`config.mk`:
```
export PLATFORM = sky130hd
export DESIGN_NAME = cmp_timer
export DESIGN_NICKNAME = d
export VERILOG_FILES = /design/src/rtl/cmpt_pkg.sv /design/src/rtl/cmpt_prescaler.sv /design/src/rtl/cmpt_counter.sv /design/src/rtl/cmpt_flag_fsm.sv /design/src/rtl/cmp_timer.sv
export SDC_FILE = /design/constraint.sdc
export NUM_CORES = 1
export LEC_CHECK = 0
export ABC_AREA = 1
export BUFFER_PORTS_ARGS = -buffer_cell sky130_fd_sc_hd__buf_4
export CAP_MARGIN = 20
export CORE_ASPECT_RATIO = 0.7
export CORE_MARGIN = 2
export CORE_UTILIZATION = 51
export DETAILED_ROUTE_END_ITERATION = 16
export PLACE_DENSITY_LB_ADDON = 0.05
export SYNTH_ARGS = -nofsm -noshare
export SYNTH_HDL_FRONTEND = slang
export SYNTH_SLANG_ARGS = --single-unit
export TNS_END_PERCENT = 10
```
`constraint.sdc`:
```
create_clock -name clk -period 1.81 [get_ports clk]
set_input_delay 0.2715 -clock clk [delete_from_list [all_inputs] [get_ports clk]]
set_output_delay 0.2715 -clock clk [all_outputs]
set_load 0.03 [all_outputs]
```
`src/rtl/cmpt_pkg.sv`:
```
package cmpt_pkg;
    localparam int BYTE_W = 8;
    localparam int ADDR_W = 3;

    localparam logic [ADDR_W-1:0] A_CTRL  = 3'd0;
    localparam logic [ADDR_W-1:0] A_CNTH  = 3'd1;
    localparam logic [ADDR_W-1:0] A_CNTL  = 3'd2;
    localparam logic [ADDR_W-1:0] A_CHCTL = 3'd3;
    localparam logic [ADDR_W-1:0] A_CMPH  = 3'd4;
    localparam logic [ADDR_W-1:0] A_CMPL  = 3'd5;

    localparam int FLAG_BIT = 7;
    localparam int IE_BIT   = 6;

    localparam int NUM_FLAGS = 2;
    localparam int FLG_OVF   = 0;
    localparam int FLG_CH    = 1;

    typedef enum logic [1:0] {
        FLG_IDLE  = 2'd0,
        FLG_PEND  = 2'd1,
        FLG_ARMED = 2'd2
    } flg_state_e;

    typedef enum logic {
        LAT_LIVE = 1'b0,
        LAT_HELD = 1'b1
    } lat_state_e;

    function automatic logic [ADDR_W-1:0] flag_addr(input int idx);
        return (idx == FLG_OVF) ? A_CTRL : A_CHCTL;
    endfunction
endpackage

```
`src/rtl/cmpt_prescaler.sv`:
```
module cmpt_prescaler #(
    parameter int PS_W = 3
) (
    input  logic            clk,
    input  logic            rst_n,
    input  logic            run,
    input  logic [PS_W-1:0] ps,
    output logic            tick
);
    localparam int DIV_W = (1 << PS_W) - 1;

    logic [DIV_W-1:0] div_q;
    logic [DIV_W:0]   span;
    logic [DIV_W-1:0] limit;

    always_comb begin
        span  = ((DIV_W+1)'(1) << ps) - (DIV_W+1)'(1);
        limit = span[DIV_W-1:0];
        tick  = run && (div_q == limit);
    end

    always_ff @(posedge clk or negedge rst_n) begin
        if (!rst_n) begin
            div_q <= '0;
        end else if (!run || tick) begin
            div_q <= '0;
        end else begin
            div_q <= div_q + DIV_W'(1);
        end
    end
endmodule

```
`src/rtl/cmpt_counter.sv`:
```
module cmpt_counter #(
    parameter int CNT_W = 16
) (
    input  logic             clk,
    input  logic             rst_n,
    input  logic             tick,
    input  logic             cmp_en,
    input  logic [CNT_W-1:0] cmp,
    output logic [CNT_W-1:0] cnt,
    output logic             wrap_evt,
    output logic             match_evt
);
    logic [CNT_W-1:0] cnt_q;
    logic [CNT_W-1:0] cnt_nxt;

    always_comb begin
        cnt_nxt   = cnt_q + CNT_W'(1);
        wrap_evt  = tick && (cnt_q == {CNT_W{1'b1}});
        match_evt = tick && cmp_en && (cnt_nxt == cmp);
        cnt       = cnt_q;
    end

    always_ff @(posedge clk or negedge rst_n) begin
        if (!rst_n) begin
            cnt_q <= '0;
        end else if (tick) begin
            cnt_q <= cnt_nxt;
        end
    end
endmodule

```
`src/rtl/cmpt_flag_fsm.sv`:
```
module cmpt_flag_fsm
    import cmpt_pkg::*;
(
    input  logic clk,
    input  logic rst_n,
    input  logic evt,
    input  logic rd_hit,
    input  logic wr_hit,
    input  logic wr_bit,
    input  logic other_acc,
    output logic flag,
    output logic armed
);
    flg_state_e state_q, state_d;

    always_ff @(posedge clk or negedge rst_n) begin
        if (!rst_n) begin
            state_q <= FLG_IDLE;
        end else begin
            state_q <= state_d;
        end
    end

    always_comb begin
        state_d = state_q;
        unique case (state_q)
            FLG_IDLE: begin
                if (evt) state_d = FLG_PEND;
            end
            FLG_PEND: begin
                if (evt)         state_d = FLG_PEND;
                else if (rd_hit) state_d = FLG_ARMED;
            end
            FLG_ARMED: begin
                if (evt)            state_d = FLG_PEND;
                else if (wr_hit)    state_d = wr_bit ? FLG_PEND : FLG_IDLE;
                else if (other_acc) state_d = FLG_PEND;
                else                state_d = FLG_ARMED;
            end
            default: state_d = FLG_IDLE;
        endcase
    end

    always_comb begin
        flag  = (state_q != FLG_IDLE);
        armed = (state_q == FLG_ARMED);
    end
endmodule

```
`src/rtl/cmp_timer.sv`:
```
module cmp_timer
    import cmpt_pkg::*;
#(
    parameter int PS_W = 3
) (
    input  logic              clk,
    input  logic              rst_n,
    input  logic [ADDR_W-1:0] addr,
    input  logic              wr_en,
    input  logic              rd_en,
    input  logic [BYTE_W-1:0] wdata,
    output logic [BYTE_W-1:0] rdata,
    output logic              ovf_irq,
    output logic              ch_irq
);
    localparam int CNT_W = 2 * BYTE_W;

    // control fields
    logic [PS_W-1:0]   ps_q;
    logic [1:0]        clk_sel_q;
    logic              cpwm_q;
    logic              ovf_ie_q;
    logic              els_a_q, els_b_q, ms_a_q, ms_b_q, ch_ie_q;
    logic [CNT_W-1:0]  cmp_q;
    logic [BYTE_W-1:0] cmp_buf_q;
    logic [CNT_W-1:0]  cnt_q;
    logic [BYTE_W-1:0] lat_lo_q;

    lat_state_e lat_q, lat_d;

    logic run, tick, oc_mode, wrap_evt, match_evt;
    logic [NUM_FLAGS-1:0] evt_w, flag_w, armed_w;
    logic acc;

    assign acc     = rd_en | wr_en;
    assign run     = (clk_sel_q == 2'b01);
    assign oc_mode = ({ms_b_q, ms_a_q} == 2'b01) && !cpwm_q;

    // register writes
    always_ff @(posedge clk or negedge rst_n) begin
        if (!rst_n) begin
            ps_q      <= '0;
            clk_sel_q <= '0;
            cpwm_q    <= 1'b0;
            ovf_ie_q  <= 1'b0;
            els_a_q   <= 1'b0;
            els_b_q   <= 1'b0;
            ms_a_q    <= 1'b0;
            ms_b_q    <= 1'b0;
            ch_ie_q   <= 1'b0;
            cmp_q     <= '0;
            cmp_buf_q <= '0;
        end else if (wr_en) begin
            case (addr)
                A_CTRL: begin
                    ps_q      <= wdata[PS_W-1:0];
                    clk_sel_q <= wdata[4:3];
                    cpwm_q    <= wdata[5];
                    ovf_ie_q  <= wdata[IE_BIT];
                end
                A_CHCTL: begin
                    els_a_q <= wdata[2];
                    els_b_q <= wdata[3];
                    ms_a_q  <= wdata[4];
                    ms_b_q  <= wdata[5];
                    ch_ie_q <= wdata[IE_BIT];
                end
                A_CMPH: cmp_buf_q <= wdata;
                A_CMPL: cmp_q     <= {cmp_buf_q, wdata};
                default: ;
            endcase
        end
    end

    cmpt_prescaler #(.PS_W(PS_W)) u_pre (
        .clk   (clk),
        .rst_n (rst_n),
        .run   (run),
        .ps    (ps_q),
        .tick  (tick)
    );

    cmpt_counter #(.CNT_W(CNT_W)) u_cnt (
        .clk       (clk),
        .rst_n     (rst_n),
        .tick      (tick),
        .cmp_en    (oc_mode),
        .cmp       (cmp_q),
        .cnt       (cnt_q),
        .wrap_evt  (wrap_evt),
        .match_evt (match_evt)
    );

    assign evt_w[FLG_OVF] = wrap_evt;
    assign evt_w[FLG_CH]  = match_evt;

    for (genvar g = 0; g < NUM_FLAGS; g++) begin : g_flag
        localparam logic [ADDR_W-1:0] MY_ADDR = flag_addr(g);
        logic hit;
        assign hit = (addr == MY_ADDR);
        cmpt_flag_fsm u_fsm (
            .clk       (clk),
            .rst_n     (rst_n),
            .evt       (evt_w[g]),
            .rd_hit    (rd_en && !wr_en && hit),
            .wr_hit    (wr_en && hit),
            .wr_bit    (wdata[FLAG_BIT]),
            .other_acc (acc && !hit),
            .flag      (flag_w[g]),
            .armed     (armed_w[g])
        );
    end

    // coherent counter read state machine
    always_ff @(posedge clk or negedge rst_n) begin
        if (!rst_n) begin
            lat_q <= LAT_LIVE;
        end else begin
            lat_q <= lat_d;
        end
    end

    always_comb begin
        lat_d = lat_q;
        unique case (lat_q)
            LAT_LIVE: if (rd_en && addr == A_CNTH) lat_d = LAT_HELD;
            LAT_HELD: if (rd_en && addr == A_CNTL) lat_d = LAT_LIVE;
            default:  lat_d = LAT_LIVE;
        endcase
    end

    always_ff @(posedge clk or negedge rst_n) begin
        if (!rst_n) begin
            lat_lo_q <= '0;
        end else if (rd_en && addr == A_CNTH) begin
            lat_lo_q <= cnt_q[BYTE_W-1:0];
        end
    end

    // read mux and interrupt outputs
    always_comb begin
        case (addr)
            A_CTRL:  rdata = {flag_w[FLG_OVF], ovf_ie_q, cpwm_q, clk_sel_q, ps_q};
            A_CNTH:  rdata = cnt_q[CNT_W-1:BYTE_W];
            A_CNTL:  rdata = (lat_q == LAT_HELD) ? lat_lo_q : cnt_q[BYTE_W-1:0];
            A_CHCTL: rdata = {flag_w[FLG_CH], ch_ie_q, ms_b_q, ms_a_q, els_b_q, els_a_q, 2'b00};
            A_CMPH:  rdata = cmp_q[CNT_W-1:BYTE_W];
            A_CMPL:  rdata = cmp_q[BYTE_W-1:0];
            default: rdata = '0;
        endcase
        ovf_irq = flag_w[FLG_OVF] && ovf_ie_q;
        ch_irq  = flag_w[FLG_CH] && ch_ie_q;
    end
endmodule

```
### Word-level counts from Yosys, hierarchy flattened

Index checks and enable logic that the tools add are counted.

| word-level totals | value |
|---|---|
| output and inout bits | 10 |
| register bits | 72 |

| cells by class | value |
|---|---|
| equality and inequality tests | 18 |
| shift operators | 1 |
| add/subtract/negate cells | 3 |
| reduce and logical (&&, ||, !) cells | 33 |
| muxes and demuxes | 21 |
| bitwise logic cells | 2 |

Operators with widths:

| cell | number |
|---|---|
| one-hot mux 8 bit (6 select lines) | 1 |
| 2-to-1 mux 2 bit | 12 |
| adder 16 x 1 -> 16 bit (second input constant) | 1 |
| == test 16 bit | 1 |
| == test 16 bit (second input constant) | 1 |
| logical AND 1 bit | 16 |
| one-hot mux 2 bit (3 select lines) | 2 |
| AND reduction 2 bit | 6 |
| == test 2 x 1 -> 1 bit (second input constant) | 4 |
| 2-to-1 mux 8 bit | 1 |
| adder 7 x 1 -> 7 bit (second input constant) | 1 |
| == test 7 bit | 1 |
| 2-to-1 mux 7 bit | 1 |
| << shifter 1 x 3 -> 7 bit (first input constant) | 1 |
| subtractor 7 x 2 -> 7 bit (second input constant) | 1 |
| == test 3 x 2 -> 1 bit (second input constant) | 2 |
| == test 3 bit (second input constant) | 2 |
| != test 3 x 1 -> 1 bit (second input constant) | 2 |
| zero test 1 bit | 5 |
| == test 2 bit (second input constant) | 2 |
| zero test 2 bit | 2 |
| != test 2 x 1 -> 1 bit (second input constant) | 2 |
| nonzero test 2 bit | 2 |
| == test 3 x 1 -> 1 bit (second input constant) | 1 |
| 6 further kinds | 8 |

### Depth between registers and ports, before layout

| depth | value |
|---|---|
| depth after elaboration | 8 |
| depth in mapped cells | 17 |

### Cells and area by module

A second synthesis with hierarchy kept.

| unflattened totals | value |
|---|---|
| cells, all modules | 677 |
| area total of the unflattened synthesis | 4591.9 um2 |

Modules (own cells, without submodules):

| module | cells each | sequential area each (um2) | instances | area an instance (um2) |
|---|---|---|---|---|
| cmp_timer | 340 | 1126.1 | 1 | 2462.4 |
| cmpt_counter | 219 | 400.4 | 1 | 1342.5 |
| cmpt_prescaler | 70 | 175.2 | 1 | 506.7 |
| cmpt_flag_fsm | 24 | 50.0 | 2 | 140.1 |

### Worst setup path after synthesis

No wires, ideal clock.

| timing | value |
|---|---|
| path kind | register to output |
| from | register lat_q |
| to | output port rdata[5] |
| slack | 87 ps |
| stages on the path, launching flop included | 5 |
| arrival time | 1452 ps |
| cell sequence | dfrtp_1 -> clkbuf_1 -> clkbuf_1 -> o21ai_0 -> o221ai_1 |

| on the way | value |
|---|---|
| word-level cells in the longest chain between the ends | 2 |

RTL lines:

| element | line | RTL |
|---|---|---|
| from (decl) | cmp_timer.sv:29 | `lat_state_e lat_q, lat_d;` |
| from (signal assigned) | cmp_timer.sv:119 | `lat_q <= lat_d;` |
| 2-to-1 mux 8 bit | cmp_timer.sv:145 | `A_CNTL: rdata = (lat_q == LAT_HELD) ? lat_lo_q : cnt_q[BYTE_W-1:0];` |
| one-hot mux 8 bit (6 select lines) | cmp_timer.sv:142 | `case (addr)` |
| to (decl) | cmp_timer.sv:12 | `output logic [BYTE_W-1:0] rdata,` |

Every way passes these cells.

### Worst setup path in the final report

| timing | value |
|---|---|
| from | register u_cnt.cnt_q[0], in the netlist u_cnt.cnt[0] |
| to | register g_flag[1].u_fsm.state_q[0] |

| on the way | value |
|---|---|
| word-level cells in the longest chain between the ends | 5 |
| elaborated cells on any way between the ends | 9 |
| classes of those cells | add/sub (1); eq/ne (3); mux (3); reduce/logical (2) |

RTL lines:

| element | line | RTL |
|---|---|---|
| from (decl) | cmpt_counter.sv:13 | `logic [CNT_W-1:0] cnt_q;` |
| from (signal assigned) | cmpt_counter.sv:27 | `cnt_q <= cnt_nxt;` |
| adder 16 x 1 -> 16 bit * | cmpt_counter.sv:17 | `cnt_nxt = cnt_q + CNT_W'(1);` |
| == test 16 bit * | cmpt_counter.sv:19 | `match_evt = tick && cmp_en && (cnt_nxt == cmp);` |
| logical AND 1 bit * | cmpt_counter.sv:19 |  |
| 2-to-1 mux 2 bit (tied with other cells) | cmpt_flag_fsm.sv:35 | `if (evt) state_d = FLG_PEND;` |
| one-hot mux 2 bit (3 select lines) or AND reduction 2 bit (tied branches) | -- |  |
| to (signal assigned) | cmpt_flag_fsm.sv:20 | `state_q <= state_d;` |
| to (decl) | cmpt_flag_fsm.sv:14 | `flg_state_e state_q, state_d;` |

Mark *: on every way between the ends. The rest lies on a longest branch, timed or not.
A chain may end at the register's enable or synchronous reset.

==> summary.txt <==
Outcome
  – Status: finished, violations left
  – Failing checks: negative setup slack

Synth
  – Largest family of logic cells by synthesized area: simple AND/OR/NAND/NOR gates
  – Number of synthesized register bits: 72
  – Async SR Flop Fraction: 100.0%
  – XOR/XNOR Fraction of Synth Area: 1.705%
  – Synth Area in Compound Gates: 14.52%
  – Fraction of the mapped netlist area in simple logic gates: 30.21%
  – Post-Syn Area per Cell: 7.158 um^2
  – Post-synthesis adder-cell area fraction: 0.6090%
  – Top cell type's share of synthesized area: 43.85%
  – Post-synth EDFFs: 0
  – Syn Inst Count: 574
  – YS warnings: 0
  – Syn Std Cell Area: 4109 um^2
  – Top-count cell post-synth: nand2_1
  – Most used DFF post-synth: dfrtp_1
  – Mux share of post-synthesis cell area: 0%
  – Seq/Total Area, Yosys: 43.85%
  – Cell taking the most area after synthesis: dfrtp_1
  – Top post-synthesis cells by area: dfrtp_1 44%, nand2_1 16%, inv_1 7.4%, o21ai_0 6.1%, nor2_1 4.9%
  – Synth cell count leaders: 173 x nand2_1, 81 x inv_1, 72 x dfrtp_1
  – Post-synth cell types: 33
  – Syn Nets: 591

GRT
  – First-pass GRT wire length: 20140 um
  – Vias in the first global route: 3981
  – GRT overflow: 0
  – Initial antenna violation count: 0
  – Largest net degree at the start of global routing: 42
  – Gr usage total: 29.43%

Power and ir drop
  – Psw: 1550 uW
  – Leak: 0.002560 uW
  – Total power draw: 4758 uW
  – Switching share of total power: 32.58%
  – Clock power share: 34.5%
  – Pint: 3208 uW
  – Power per cell area: 910.8 nW/um^2
  – Flop pwr share: 43.1%
  – Combinational cell fraction of total power: 22.5%
  – Peak supply drop: 0.7135 mV

Placement
  – DP Worst Slack: -0.1800 ns
  – I/O Buffers: 24
  – HPWL after DPL: 9305 um
  – DP Cell Count: 723
  – Placer Congestion: 0.9393

Setup path
  – Crit Path Max Fanout: 7
  – WP data required: 2.03 ns
  – Arr. time, crit path: 2.19 ns
  – Worst setup EP type: flop
  – Critical Path Start Type: flop
  – Kind of critical path: flop to flop

Clock network
  – Htree depth: 3
  – Clock sink total: 72
  – Largest buffer count on any clock path: 2
  – Root buffer cell: clkbuf_16
  – Clk Latency, worst-skew pair: 0.34 ns
  – CTS buffer count: 9
  – CTS tree: built
  – Worst-path clk slew: 0.06 ns

Cells and area
  – Synth-to-Final Area Change: 27.13%
  – Share of post-route cells with drive strength above 1: 23.76%
  – Antenna diode count: 0
  – Non-Filler Instances: 745
  – Final nets: 657

Timing
  – Max-slew headroom: 66.91%
  – Count of final setup violators: 7
  – Slew Limit Fails: 0
  – Final Hold Fails: 0
  – Crit path time final: 1.965 ns
  – RSZ-0062 raised after global routing: yes
  – Fmax: 508.9 MHz
  – Worst setup slack after layout: -0.1550 ns
  – Slew at the pin closest to its max-slew limit: 0.4951 ns
  – Final Skew: 0.005029 ns
  – Final Cycle Share: 108.6%
  – Hold slack: 0.1534 ns
  – Setup tns final: -0.5353 ns

Worst hold path
  – Worst Hold Class: input port to flop

Floorplan
  – Number of I/O pins: 25
  – Row count: 27
  – Die Span X: 111.3 um
  – Die area: 8802 um^2
  – Die Ht: 79.10 um
  – Core area: 7838 um^2
  – Initial Util: 52.43%

Route
  – Routed len/inst: 16.28 um
  – DRT iter0 DRCs: 348
  – Met3 WL: 958 um
  – Drt total wl: 12130 um
  – Met1 WL: 5752 um
  – Highest Signal Layer: met4
  – DRC Markers: 0
  – Vias: 4110
  – Via density: 5.517
  – Initial DRT Pass Iterations: 5
  – Antenna viol nets, final: 0
  – Met2 wire len: 5196 um

Flow run
  – Maxcap violations: 0
-- worst max-delay path: stages (launching register included) --
cell and delay (ns):
dfrtp_1 0.41, ha_4 0.17, nand2_4 0.08, nor2_8 0.19, nand4_1 0.24, nand3_1 0.14
nand3_1 0.12, nor2_2 0.13, nand2_1 0.07, nor2_2 0.10, nand2_1 0.08, nand2_1 0.07
nand2_1 0.06
-- path summary, 6_finish.rpt --
kind                                               start                                     end  slack, ns  cells past startpoint
worst min-delay path                            wdata[2]                     ps_q[2]$_DFFE_PN0P_       0.15                      3
max in group asynchronous                          rst_n                     ps_q[2]$_DFFE_PN0P_       0.81                      3
min in group asynchronous                          rst_n                 lat_lo_q[7]$_DFFE_PN0P_       0.41                      2
worst min register to register   lat_lo_q[2]$_DFFE_PN0P_                 lat_lo_q[2]$_DFFE_PN0P_       0.48                      2
worst max register to register  u_cnt.cnt[0]$_DFFE_PN0P_  g_flag[1].u_fsm.state_q[0]$_DFFE_PN0P_      -0.15                     12
worst max-delay path            u_cnt.cnt[0]$_DFFE_PN0P_  g_flag[1].u_fsm.state_q[0]$_DFFE_PN0P_      -0.15                     12
-- power by group through the flow --
stage | sequential [uW] | combinational [uW] | clock [uW]
floorplan | 1970 | 606 | 0
global placement | 2030 | 910 | 0
detailed placement | 2040 | 928 | 0
CTS | 2040 | 1030 | 1660
global route | 2080 | 1200 | 1730
finish | 2050 | 1070 | 1640
-- layout by cell type (no fill, tap or decap), types with 3 or more instances in the layout --
cell type	Yosys	layout
dfrtp_1	72	66
dfrtp_2	0	6
inv_2	3	9
o21ai_2	0	4
buf_4	0	59
nand2_2	7	11
a221oi_2	0	6
nand3_1	33	28
buf_6	1	5
clkbuf_16	0	9
nand4_1	6	6
o21ai_1	14	16
nand2_1	173	167
nand3_2	1	5
nor2_4	2	4
o21ai_0	50	44
nor2_2	4	10
nor2_1	54	46
a21oi_1	17	15
xor2_1	8	8
o22ai_1	5	4
nor3_1	5	3
o221ai_1	6	4
inv_1	81	73
-- final cells by class --
class / instances / area [um^2]
Clock buffer: 10 / 239.0
Clock inverter: 5 / 33.78
Fill cell: 700 / 2614
Inverter: 85 / 324.1
Multi-Input combinational cell: 405 / 2142
Sequential cell: 72 / 1809
Tap cell: 101 / 126.4
Timing Repair Buffer: 67 / 549.3
-- repair_timing --
action | in CTS | in global routing
gates resized for setup | 48 | 25
buffers inserted | 6 | 0
cloned | 0 | 0
pin swaps | 16 | 9
hold buffers | 1 | 0
endpoints found under the setup margin | 23 | 28
hold endpoints to repair | 31 | 0
-- cells by family (layout without fill, tap and decap cells) --
kind of cell	count (synthesis)	count (layout)
xor gates and xnor gates	8	8
DFF	72	72
adders and majority gates	2	2
and+or+nand+nor	291	291
buffers and inverters	97	167
AOI/OAI and AO/OA	104	104
-- metal layers --
layer / track usage, % / vias to the layer above
met2: 44.51 / 164
met3: 6.947 / 24
met1: 42.44 / 1939
li1: - / 1983
met4: 8.642 / 0
met5: 0 / -
-- sequential cells by signal (all words and copies together) (netlist names), 2 cells and up --
register / count
cmp_q: 16
u_cnt.cnt: 16
cmp_buf_q: 8
lat_lo_q: 8
u_pre.div_q: 7
g_flag.u_fsm.state_q: 4
ps_q: 3
clk_sel_q: 2
-- stage by stage --
step	instance area, um^2	util (%)
after detailed placement	4656	59.40
after global routing	5224	66.65
after floorplan	4109	-
after global placement	4656	59.40
after CTS	5145	65.65
final	5224	66.65
No activity file was read; power rests on OpenSTA's default activity.
